**src/rtl/tc_pkg.sv**
```systemverilog
package tc_pkg;
   // register word addresses
   localparam logic [2:0] TC_CTRL   = 3'd0;
   localparam logic [2:0] TC_TIME   = 3'd1;
   localparam logic [2:0] TC_PERIOD = 3'd2;
   localparam logic [2:0] TC_CPER   = 3'd3;
   localparam logic [2:0] TC_INC    = 3'd4;
   // control bit positions
   localparam int CB_EN      = 0;
   localparam int CB_MODE    = 4;
   localparam int CB_EVT     = 7;
   localparam int CB_RESTART = 9;
   localparam int CB_CAPTURE = 11;
   // increment register field
   localparam int INC_CORR_LSB = 8;
   localparam logic [1:0] MODE_PERIOD = 2'b11;
endpackage

```
**src/rtl/tc_regs.sv**
```systemverilog
module tc_regs
   import tc_pkg::*;
#(
   parameter int CNT_W  = 32,
   parameter int INC_W  = 7,
   parameter int CPER_W = 16,
   parameter int DATA_W = 32,
   parameter int ADDR_W = 3
) (
   input  logic              clk,
   input  logic              rst_n,
   input  logic              we,
   input  logic [ADDR_W-1:0] addr,
   input  logic [DATA_W-1:0] wdata,
   input  logic [CNT_W-1:0]  cnt_i,
   output logic [DATA_W-1:0] rdata,
   output logic              en_o,
   output logic              pmode_o,
   output logic              evt_en_o,
   output logic [CNT_W-1:0]  period_o,
   output logic [CPER_W-1:0] cper_o,
   output logic [INC_W-1:0]  ninc_o,
   output logic [INC_W-1:0]  cinc_o,
   output logic              restart_o,
   output logic              load_o
);
   logic             en_q, evt_q, pend_q;
   logic [1:0]       mode_q;
   logic [CNT_W-1:0] period_q, snap_q;
   logic [CPER_W-1:0] cper_q;
   logic [INC_W-1:0] ninc_q, cinc_q;
   logic             wr_ctrl, wr_time, wr_per, wr_cper, wr_inc;

   assign wr_ctrl = we && (addr == ADDR_W'(TC_CTRL));
   assign wr_time = we && (addr == ADDR_W'(TC_TIME));
   assign wr_per  = we && (addr == ADDR_W'(TC_PERIOD));
   assign wr_cper = we && (addr == ADDR_W'(TC_CPER));
   assign wr_inc  = we && (addr == ADDR_W'(TC_INC));

   always_ff @(posedge clk) begin
      if (!rst_n) begin
         en_q     <= 1'b0;
         evt_q    <= 1'b0;
         mode_q   <= 2'b00;
         pend_q   <= 1'b0;
         snap_q   <= '0;
         period_q <= '0;
         cper_q   <= '0;
         ninc_q   <= '0;
         cinc_q   <= '0;
      end else begin
         if (pend_q) snap_q <= cnt_i;
         pend_q <= wr_ctrl && wdata[CB_CAPTURE];
         if (wr_ctrl) begin
            en_q   <= wdata[CB_EN];
            mode_q <= wdata[CB_MODE+1:CB_MODE];
            evt_q  <= wdata[CB_EVT];
         end
         if (wr_per)  period_q <= wdata[CNT_W-1:0];
         if (wr_cper) cper_q   <= wdata[CPER_W-1:0];
         if (wr_inc) begin
            ninc_q <= wdata[INC_W-1:0];
            cinc_q <= wdata[INC_CORR_LSB +: INC_W];
         end
      end
   end

   always_comb begin
      rdata = '0;
      case (addr)
         ADDR_W'(TC_CTRL): begin
            rdata[CB_EN]               = en_q;
            rdata[CB_MODE+1:CB_MODE]   = mode_q;
            rdata[CB_EVT]              = evt_q;
            rdata[CB_CAPTURE]          = pend_q;
         end
         ADDR_W'(TC_TIME):   rdata[CNT_W-1:0]  = snap_q;
         ADDR_W'(TC_PERIOD): rdata[CNT_W-1:0]  = period_q;
         ADDR_W'(TC_CPER):   rdata[CPER_W-1:0] = cper_q;
         ADDR_W'(TC_INC): begin
            rdata[INC_W-1:0]            = ninc_q;
            rdata[INC_CORR_LSB +: INC_W] = cinc_q;
         end
         default: rdata = '0;
      endcase
   end

   assign en_o      = en_q;
   assign pmode_o   = (mode_q == MODE_PERIOD);
   assign evt_en_o  = evt_q;
   assign period_o  = period_q;
   assign cper_o    = cper_q;
   assign ninc_o    = ninc_q;
   assign cinc_o    = cinc_q;
   assign restart_o = wr_ctrl && wdata[CB_RESTART];
   assign load_o    = wr_time;
endmodule

```
**src/rtl/tc_corr.sv**
```systemverilog
module tc_corr #(
   parameter int CPER_W = 16
) (
   input  logic              clk,
   input  logic              rst_n,
   input  logic              adv_i,
   input  logic              restart_i,
   input  logic [CPER_W-1:0] cper_i,
   input  logic              cinc_nz_i,
   output logic              hit_o
);
   logic [CPER_W-1:0] phase_q;
   logic              active;

   assign active = (cper_i != '0) && cinc_nz_i;
   assign hit_o  = active && adv_i && (phase_q == cper_i);

   always_ff @(posedge clk) begin
      if (!rst_n)          phase_q <= '0;
      else if (restart_i)  phase_q <= '0;
      else if (!active)    phase_q <= '0;
      else if (adv_i)      phase_q <= hit_o ? '0 : phase_q + 1'b1;
   end
endmodule

```
**src/rtl/tc_accum.sv**
```systemverilog
module tc_accum #(
   parameter int CNT_W       = 32,
   parameter int INC_W       = 7,
   parameter bit PERIOD_WRAP = 1'b1
) (
   input  logic             clk,
   input  logic             rst_n,
   input  logic             en_i,
   input  logic             restart_i,
   input  logic             load_i,
   input  logic [CNT_W-1:0] load_val_i,
   input  logic             pmode_i,
   input  logic [CNT_W-1:0] period_i,
   input  logic             evt_en_i,
   input  logic [INC_W-1:0] step_i,
   output logic [CNT_W-1:0] cnt_o,
   output logic             wrap_evt_o
);
   localparam int SUM_W = CNT_W + 1;

   logic [CNT_W-1:0] cnt_q, nxt;
   logic             evt_q, wrapped;
   logic [SUM_W-1:0] sum;

   assign sum = {1'b0, cnt_q} + {{(SUM_W-INC_W){1'b0}}, step_i};

   if (PERIOD_WRAP) begin : g_period
      logic             per_on, ge;
      logic [SUM_W-1:0] red;
      always_comb begin
         per_on = pmode_i && (period_i != '0);
         ge     = (sum >= {1'b0, period_i});
         red    = sum - {1'b0, period_i};
         if (per_on) begin
            wrapped = ge;
            nxt     = ge ? red[CNT_W-1:0] : sum[CNT_W-1:0];
         end else begin
            wrapped = sum[CNT_W];
            nxt     = sum[CNT_W-1:0];
         end
      end
      wire unused_red_msb = red[CNT_W];
   end else begin : g_free
      assign wrapped = sum[CNT_W];
      assign nxt     = sum[CNT_W-1:0];
      wire unused_cfg = ^{pmode_i, period_i};
   end

   always_ff @(posedge clk) begin
      if (!rst_n) begin
         cnt_q <= '0;
         evt_q <= 1'b0;
      end else begin
         evt_q <= 1'b0;
         if (restart_i)   cnt_q <= '0;
         else if (load_i) cnt_q <= load_val_i;
         else if (en_i) begin
            cnt_q <= nxt;
            evt_q <= wrapped && evt_en_i;
         end
      end
   end

   assign cnt_o      = cnt_q;
   assign wrap_evt_o = evt_q;
endmodule

```
**src/rtl/nstime_counter.sv**
```systemverilog
module nstime_counter #(
   parameter int CNT_W       = 32,
   parameter int INC_W       = 7,
   parameter int CPER_W      = 16,
   parameter int DATA_W      = 32,
   parameter int ADDR_W      = 3,
   parameter bit PERIOD_WRAP = 1'b1
) (
   input  logic              clk,
   input  logic              rst_n,
   input  logic              bus_we,
   input  logic [ADDR_W-1:0] bus_addr,
   input  logic [DATA_W-1:0] bus_wdata,
   output logic [DATA_W-1:0] bus_rdata,
   output logic [CNT_W-1:0]  count_o,
   output logic              wrap_evt_o
);
   if (INC_W > 8 || INC_W < 1) begin : g_bad_inc
      $error("INC_W must lie in 1..8");
   end
   if (CNT_W > DATA_W || CNT_W <= INC_W + 1) begin : g_bad_cnt
      $error("CNT_W must fit the data bus and exceed INC_W+1");
   end
   if (CPER_W > DATA_W || ADDR_W < 3 || DATA_W < 16) begin : g_bad_bus
      $error("bus too narrow for the register layout");
   end

   logic              en_w, pmode_w, evt_en_w, restart_w, load_w, hit_w, adv_w;
   logic [CNT_W-1:0]  period_w, cnt_w;
   logic [CPER_W-1:0] cper_w;
   logic [INC_W-1:0]  ninc_w, cinc_w, step_w;

   tc_regs #(.CNT_W(CNT_W), .INC_W(INC_W), .CPER_W(CPER_W), .DATA_W(DATA_W), .ADDR_W(ADDR_W))
   regs_i (
      .clk(clk), .rst_n(rst_n), .we(bus_we), .addr(bus_addr), .wdata(bus_wdata),
      .cnt_i(cnt_w), .rdata(bus_rdata), .en_o(en_w), .pmode_o(pmode_w),
      .evt_en_o(evt_en_w), .period_o(period_w), .cper_o(cper_w), .ninc_o(ninc_w),
      .cinc_o(cinc_w), .restart_o(restart_w), .load_o(load_w)
   );

   assign adv_w = en_w && !restart_w && !load_w;

   tc_corr #(.CPER_W(CPER_W)) corr_i (
      .clk(clk), .rst_n(rst_n), .adv_i(adv_w), .restart_i(restart_w),
      .cper_i(cper_w), .cinc_nz_i(cinc_w != '0), .hit_o(hit_w)
   );

   assign step_w = hit_w ? cinc_w : ninc_w;

   tc_accum #(.CNT_W(CNT_W), .INC_W(INC_W), .PERIOD_WRAP(PERIOD_WRAP)) accum_i (
      .clk(clk), .rst_n(rst_n), .en_i(en_w), .restart_i(restart_w), .load_i(load_w),
      .load_val_i(bus_wdata[CNT_W-1:0]), .pmode_i(pmode_w), .period_i(period_w),
      .evt_en_i(evt_en_w), .step_i(step_w), .cnt_o(cnt_w), .wrap_evt_o(wrap_evt_o)
   );

   assign count_o = cnt_w;
endmodule

```
**config.mk**
```make
export PLATFORM = sky130hd
export DESIGN_NAME = nstime_counter
export DESIGN_NICKNAME = d
export VERILOG_FILES = /design/src/rtl/tc_pkg.sv /design/src/rtl/tc_regs.sv /design/src/rtl/tc_corr.sv /design/src/rtl/tc_accum.sv /design/src/rtl/nstime_counter.sv
export SDC_FILE = /design/constraint.sdc
export NUM_CORES = 1
export LEC_CHECK = 0
export BUFFER_PORTS_ARGS = -buffer_cell sky130_fd_sc_hd__buf_2
export CORE_ASPECT_RATIO = 1.25
export CORE_UTILIZATION = 60
export CTS_CLUSTER_DIAMETER = 40
export DETAILED_ROUTE_END_ITERATION = 6
export PLACE_DENSITY = 0.92
export REMOVE_ABC_BUFFERS = 1
export SETUP_SLACK_MARGIN = 0.05
export SYNTH_ARGS = -nofsm -noshare
export SYNTH_HDL_FRONTEND = slang
export SYNTH_HIERARCHICAL = 1
export SYNTH_SLANG_ARGS = --single-unit
export TNS_END_PERCENT = 1
```
**constraint.sdc**
```tcl
create_clock -name clk -period 22.5 [get_ports clk]
set_clock_uncertainty 0.15 [all_clocks]
set_input_delay 4.5 -clock clk [delete_from_list [all_inputs] [get_ports clk]]
set_output_delay 4.5 -clock clk [all_outputs]
set_load 0.03 [all_outputs]
```
# ---- Word level (Yosys, flattened, before mapping)
# Index checks and enable logic that the tools add are counted.
dict set report op_classes {
  n_eq_ne 6
  addsub 3
  n_mux 17
  n_bitwise 3
  n_mul 0
  n_lt_le_gt_ge 1
  reduce_logical 24
  n_div 0
  shifts 0
}
# op n
set op_table {}
lappend op_table {{32-bit 2-to-1 mux} 4}
lappend op_table {{3-bit one-hot mux with 4 select lines} 3}
lappend op_table {{32-bit by 7-bit adder with 33-bit output} 1}
lappend op_table {{33-bit by 32-bit >= comparator with 1-bit output} 1}
lappend op_table {{16-bit one-hot mux with 2 select lines} 1}
lappend op_table {{32-bit nonzero test} 1}
lappend op_table {{32-bit subtractor} 1}
lappend op_table {{16-bit by 1-bit adder with 16-bit output, second input constant} 1}
lappend op_table {{16-bit == test} 1}
lappend op_table {{16-bit 2-to-1 mux} 1}
lappend op_table {{16-bit nonzero test} 1}
lappend op_table {{1-bit logical AND} 14}
lappend op_table {{1-bit one-hot mux with 5 select lines} 2}
lappend op_table {{2-bit one-hot mux with 5 select lines} 1}
lappend op_table {{1-bit one-hot mux with 4 select lines} 2}
lappend op_table {{7-bit 2-to-1 mux} 1}
lappend op_table {{7-bit nonzero test} 1}
lappend op_table {{3-bit by 2-bit == test with 1-bit output, second input constant} 2}
lappend op_table {{4-bit OR reduction} 1}
lappend op_table {{3-bit by 1-bit == test with 1-bit output, second input constant} 1}
lappend op_table {{3-bit == test, second input constant} 1}
lappend op_table {{3-bit logical NOT} 1}
lappend op_table {{1-bit NOT} 3}
lappend op_table {{1-bit one-hot mux with 3 select lines} 1}
lappend op_table {{6 further kinds} 7}
dict set report word_totals {
  out_inout_bits 65
  latchBits 0
  regBits 148
  elab_cells 66
  n_memories 0
  rom_bits 0
  in_bits 38
  ramBits 0
}

# ---- Depth between registers and ports, before layout
dict set report depth {
  depth_word 15
  ltp_mapped 32
  ltp_nobuf 26
}

# ---- Modules after synthesis
# The synthesis kept the hierarchy.
# mod n_inst cells_each area_per_inst_um2 seq_area_each_um2
set modules_own_cells {}
lappend modules_own_cells {tc_accum 1 639 4536.9 660.6}
lappend modules_own_cells {tc_regs 1 484 4438.0 1981.9}
lappend modules_own_cells {tc_corr 1 111 950.9 320.3}
lappend modules_own_cells {nstime_counter 1 12 138.9 0.0}

# ---- Least setup slack after synthesis
# Ideal clock, no wire load.
dict set report synth_path {
  kind {input to register}
  from {input bus_addr[2]}
  to {register accum_i.cnt_q[10] (netlist: accum_i/cnt_o[10])}
  path_buffers 6
  setup_time_ns 0.070
  stages 32
  required_time_ns 22.280
  t_arrival_ns 10.356
  setup_slack_ns 11.924
  path_cell_list {buf_2 > nand2b_1 > nor2_1 > buf_2 > and2_1 > nor3b_1 > buf_2 > nand2_1 > nor4_1 > and3_1 > buf_6 > mux2_4 > ha_1 > fa_1 > a211oi_1 > o211a_1 > and4bb_4 > and2_1 > nand2_1 > xnor2_1 > ha_1 > and2_1 > and3_1 > nand3_1 > or3_1 > a21oi_1 > o31a_1 > buf_6 > buf_8 > nand2_1 > a311o_1 > a21oi_1}
}
dict set report synth_via {
  word_cells_on_any_way 21
  cone_classes {add/sub: 2; order compare: 1; eq/ne: 1; mux: 5; reduce/logical: 12}
}
# item line_no
set synth_lines {}
lappend synth_lines {{from (decl)} nstime_counter.sv:12} ;# input logic [ADDR_W-1:0] bus_addr,
lappend synth_lines {{3-bit by 1-bit == test with 1-bit output (*)} tc_regs.sv:35} ;# assign wr_time = we && (addr == ADDR_W'(TC_TIME));
lappend synth_lines {{1-bit logical AND (*)} tc_regs.sv:35}
lappend synth_lines {{net load_w} nstime_counter.sv:28} ;# logic en_w, pmode_w, evt_en_w, restart_w, load_w, hit_w, adv_w;
lappend synth_lines {{1-bit logical NOT (*)} nstime_counter.sv:41} ;# assign adv_w = en_w && !restart_w && !load_w;
lappend synth_lines {{1-bit logical AND (*)} nstime_counter.sv:41}
lappend synth_lines {{net adv_w} nstime_counter.sv:28}
lappend synth_lines {{1-bit logical AND (*) (2 in series)} tc_corr.sv:16} ;# assign hit_o = active && adv_i && (phase_q == cper_i);
lappend synth_lines {{net hit_w} nstime_counter.sv:28}
lappend synth_lines {{7-bit 2-to-1 mux (*)} nstime_counter.sv:48} ;# assign step_w = hit_w ? cinc_w : ninc_w;
lappend synth_lines {{net step_w[0]} nstime_counter.sv:31} ;# logic [INC_W-1:0] ninc_w, cinc_w, step_w;
lappend synth_lines {{32-bit by 7-bit adder with 33-bit output (*)} tc_accum.sv:25} ;# assign sum = {1'b0, cnt_q} + {{(SUM_W-INC_W){1'b0}}, step_i};
lappend synth_lines {{32-bit subtractor / 33-bit by 32-bit >= comparator with 1-bit output (equally long branches)} {tc_accum.sv:33, tc_accum.sv:32}}
lappend synth_lines {{32-bit 2-to-1 mux} tc_accum.sv:36} ;# nxt = ge ? red[CNT_W-1:0] : sum[CNT_W-1:0];
lappend synth_lines {{32-bit 2-to-1 mux (*)} tc_accum.sv:34} ;# if (per_on) begin
lappend synth_lines {{32-bit 2-to-1 mux (*)} tc_accum.sv:57} ;# else if (en_i) begin
lappend synth_lines {{32-bit 2-to-1 mux (*)} tc_accum.sv:56} ;# else if (load_i) cnt_q <= load_val_i;
lappend synth_lines {{to (signal assigned)} tc_accum.sv:56}
lappend synth_lines {{to (signal assigned)} tc_accum.sv:58} ;# cnt_q <= nxt;
lappend synth_lines {{to (decl)} tc_accum.sv:21} ;# logic [CNT_W-1:0] cnt_q, nxt;
# Mark *: on every way through the listed nets, which the timed path passes. The rest lies on a longest branch. The select of a mux whose other input is x is not followed.
# A chain may end at the register's enable or synchronous reset.

# ---- Worst setup path in the final report
# Ends and elaborated chain as after synthesis.

==> metrics.txt <==
Highest Clock Rate 79.5 MHz; Net Sw Power 208 µW; CP Capture Type register; worst reg2reg path depth 22; Cell variety after synth 84; Clock power frac 41.2%; Clock Latency Late Sink 0.45 ns; GP Congestion 0.989; Cell Int Power 489 µW; VDD IR max 0.0536 mV; WL/cell 19.9 µm; largest net degree at the start of global routing 69; Area growth syn-to-layout 10.5%; Max Buffers Root-to-Sink 2; worst hold path cell count 2; grt ovf 0; leakage 0.00432 µW; fin nets 1,384; Final Total Pwr 697 µW; TNS Setup 0 ns; mean post-synth cell area 8.08 µm²; count leader, synth nand2_1; Post-Synth Adder-Cell Area 5.37%; CP Data Required Time 22.71 ns; Root Buffer clkbuf_16; Die Height 147 µm; global-route wire length before repair 48,200 µm; routed vias 9,833; starting DRC count in detailed routing 786; htree depth 4; part of the power in registers 39.3%; Post-synth EDFFs 0; crit path kind input port to register; post-CTS setup buffers 0; combinational family with the most area after synthesis simple AND/OR/NAND/NOR gates; # hold bufs at CTS 0; core area 16,300 µm²; Slew Limit Fails 0; total clock buffers created by CTS 17; ANT cells 0; max_cap viols 0; Synth area leaders dfxtp_1 (29%), nand2_1 (7.2%), ha_1 (5.0%); initial antenna violation count 0; vias in the first global route 9,460; R2R Setup Slk 14.76 ns; Routed WL 30,500 µm; Synth top area share 29.4%; number of port buffers 102; startpoint types input port; I/O Pins 103; drt drc 0; period utilisation layout 55.9%; asr flop ratio synth 0%; worst-path maximum fanout 23; die area 17,300 µm²; via/cell ratio 6.41; CTS tree yes; crit path DAT 12.79 ns; clk slew on worst S/H paths 0.06 ns; FP Rows 52; Mapped Cells 1,246; Synth Warn # 6; total track usage 35.2%; Initial Utilization 61.6%; Final HPWL DP 21,600 µm; router iterations before antenna repair 6; post-synthesis mux area share 7.02%; Resized cells post-CTS 0; Comb pwr share 19.4%; chip width 118 µm; status complete, no violations; clk sinks 148; Post-Synth Simple-Gate Area 24.4%; top cells by instance count after synthesis nand2_1 (192), dfxtp_1 (148), nor2_1 (76); area leader, netlist dfxtp_1; Hold Path Class register to register; sequential share of the synthesized area 29.4%; Setup Viol. Count Final 0; post-synthesis compound-gate area fraction 20.3%; Cell Pwr Density 62.6 nW/µm²; synthesized flop and latch total 148; Top FF cell, synth dfxtp_1; Final Hold Fails 0; Sw Share 29.9%; worst slew pin tran 0.847 ns; Period minus WS final 12.58 ns; Synth Cell Area 10,100 µm²; RSZ-0062 raised after global routing no; ANT nets after route 0; share of cells above drive strength 1 13.7%; Slew HR 43.5%; xor/xnor share of the synthesized area 7.48%
## power groups by stage
stage / sequential [µW] / combinational [µW] / clock [µW]
finish: 274 / 135 / 287
global route: 274 / 146 / 298
CTS: 274 / 132 / 289
detailed placement: 279 / 131 / 0
global placement: 279 / 130 / 0
floorplan: 281 / 89.3 / 0
## cells in the final DEF (no fill, tap or decap), types with 5 or more instances in the layout
master,count
o21ai_0,40
or3_1,7
nor4_1,19
a21boi_1,10
ha_1,40
mux2i_1,50
clkbuf_16,17
o22ai_1,6
nand2_1,192
o31a_1,5
dfxtp_1,146
xor2_1,34
nor3_1,17
a21o_1,14
buf_2,102
nor2_1,75
and4_1,5
and2_1,10
a311o_1,10
nand4_1,21
nand2b_1,8
a21oi_1,58
a22o_1,22
a221o_1,11
mux2_2,7
a211o_1,6
a211oi_1,6
a21boi_0,39
inv_1,53
a22oi_1,8
nor2b_1,49
nand3_1,46
a31oi_1,7
mux2_4,7
xnor2_1,52
buf_4,11
and3_1,10
## kinds of logic after synthesis
group / Yosys count
AOI/OAI and AO/OA: 286
DFF: 148
adders and majority gates: 42
xor gates and xnor gates: 86
muxes: 65
buffers and inverters: 127
and+or+nand+nor: 492
## metrics by stage
| step | util (%) | setup WS, ns | hold slack, ns | instances | instance area, µm² |
|---|---|---|---|---|---|
| CTS | 68.1 | 10.07 | 0.349 | 1533 | 11100 |
| global route | 68.1 | 9.42 | 0.369 | 1533 | 11100 |
| global placement | 64.5 | 9.97 | 0.314 | 1501 | 10500 |
| floorplan | - | 10.02 | 0.271 | 1172 | 9660 |
| detailed placement | 64.5 | 9.70 | 0.332 | 1501 | 10500 |
| finish | 68.1 | 9.92 | 0.351 | 1533 | 11100 |
## layer usage
layer | vias to the layer above | wire (µm) | global-route usage [%]
met5 | - | 0 | 0
met4 | 0 | 1560 | 23.7
met3 | 121 | 2380 | 6.25
met2 | 537 | 15000 | 60.9
met1 | 4626 | 11500 | 39.3
li1 | 4549 | - | -
## final timing paths
| kind | start | to |
|---|---|---|
| worst max register to register | regs_i/en_o | accum_i/cnt_o[10] |
| worst min-delay path | regs_i/ninc_o[1] | regs_i/ninc_o[1] |
| worst max-delay path | bus_addr[2] | accum_i/cnt_o[10] |
| worst min register to register | regs_i/ninc_o[1] | regs_i/ninc_o[1] |
## state kept, by name, summed over array words and instances, names as in the netlist
signal / cells
regs_i/cper_o: 16
corr_i/phase_q: 16
regs_i/ninc_o: 7
regs_i/pend_q: 1
regs_i/en_o: 1
accum_i/cnt_o: 32
accum_i/wrap_evt_o: 1
regs_i/cinc_o: 7
regs_i/evt_en_o: 1
regs_i/period_o: 32
regs_i/snap_q: 32
regs_i/mode_q: 2
## final cells by class
cell class                      instances  area [µm²]
Clock buffer                           21         460
Timing Repair Buffer                  113         593
Sequential cell                       148        2970
Tap cell                              216         270
Clock inverter                         11         125
Inverter                               53         199
Multi-Input combinational cell        971        6510
Fill cell                            1318        5210
## worst max-delay path: stages
cell and delay [ns]:
buf_2 0.28, nand2b_1 0.27, nor2_2 0.05, buf_4 0.26, and2_2 0.25, nor3b_1 0.65, nand2_1 0.14, nor4_1 0.22
and3_1 0.51, mux2_4 0.34, ha_1 0.38, nand3_1 0.10, o211ai_1 0.26, o2111a_1 0.66, nand4_1 0.33, xnor2_1 0.24
ha_1 0.37, and2_1 0.27, and3_1 0.29, nand3_1 0.12, or3_1 0.32, a21oi_1 0.26, o31a_1 0.68, buf_4 0.40
nand2_1 0.09, a311o_1 0.36, a21oi_1 0.15
Power figures use the tool's default switching activity.
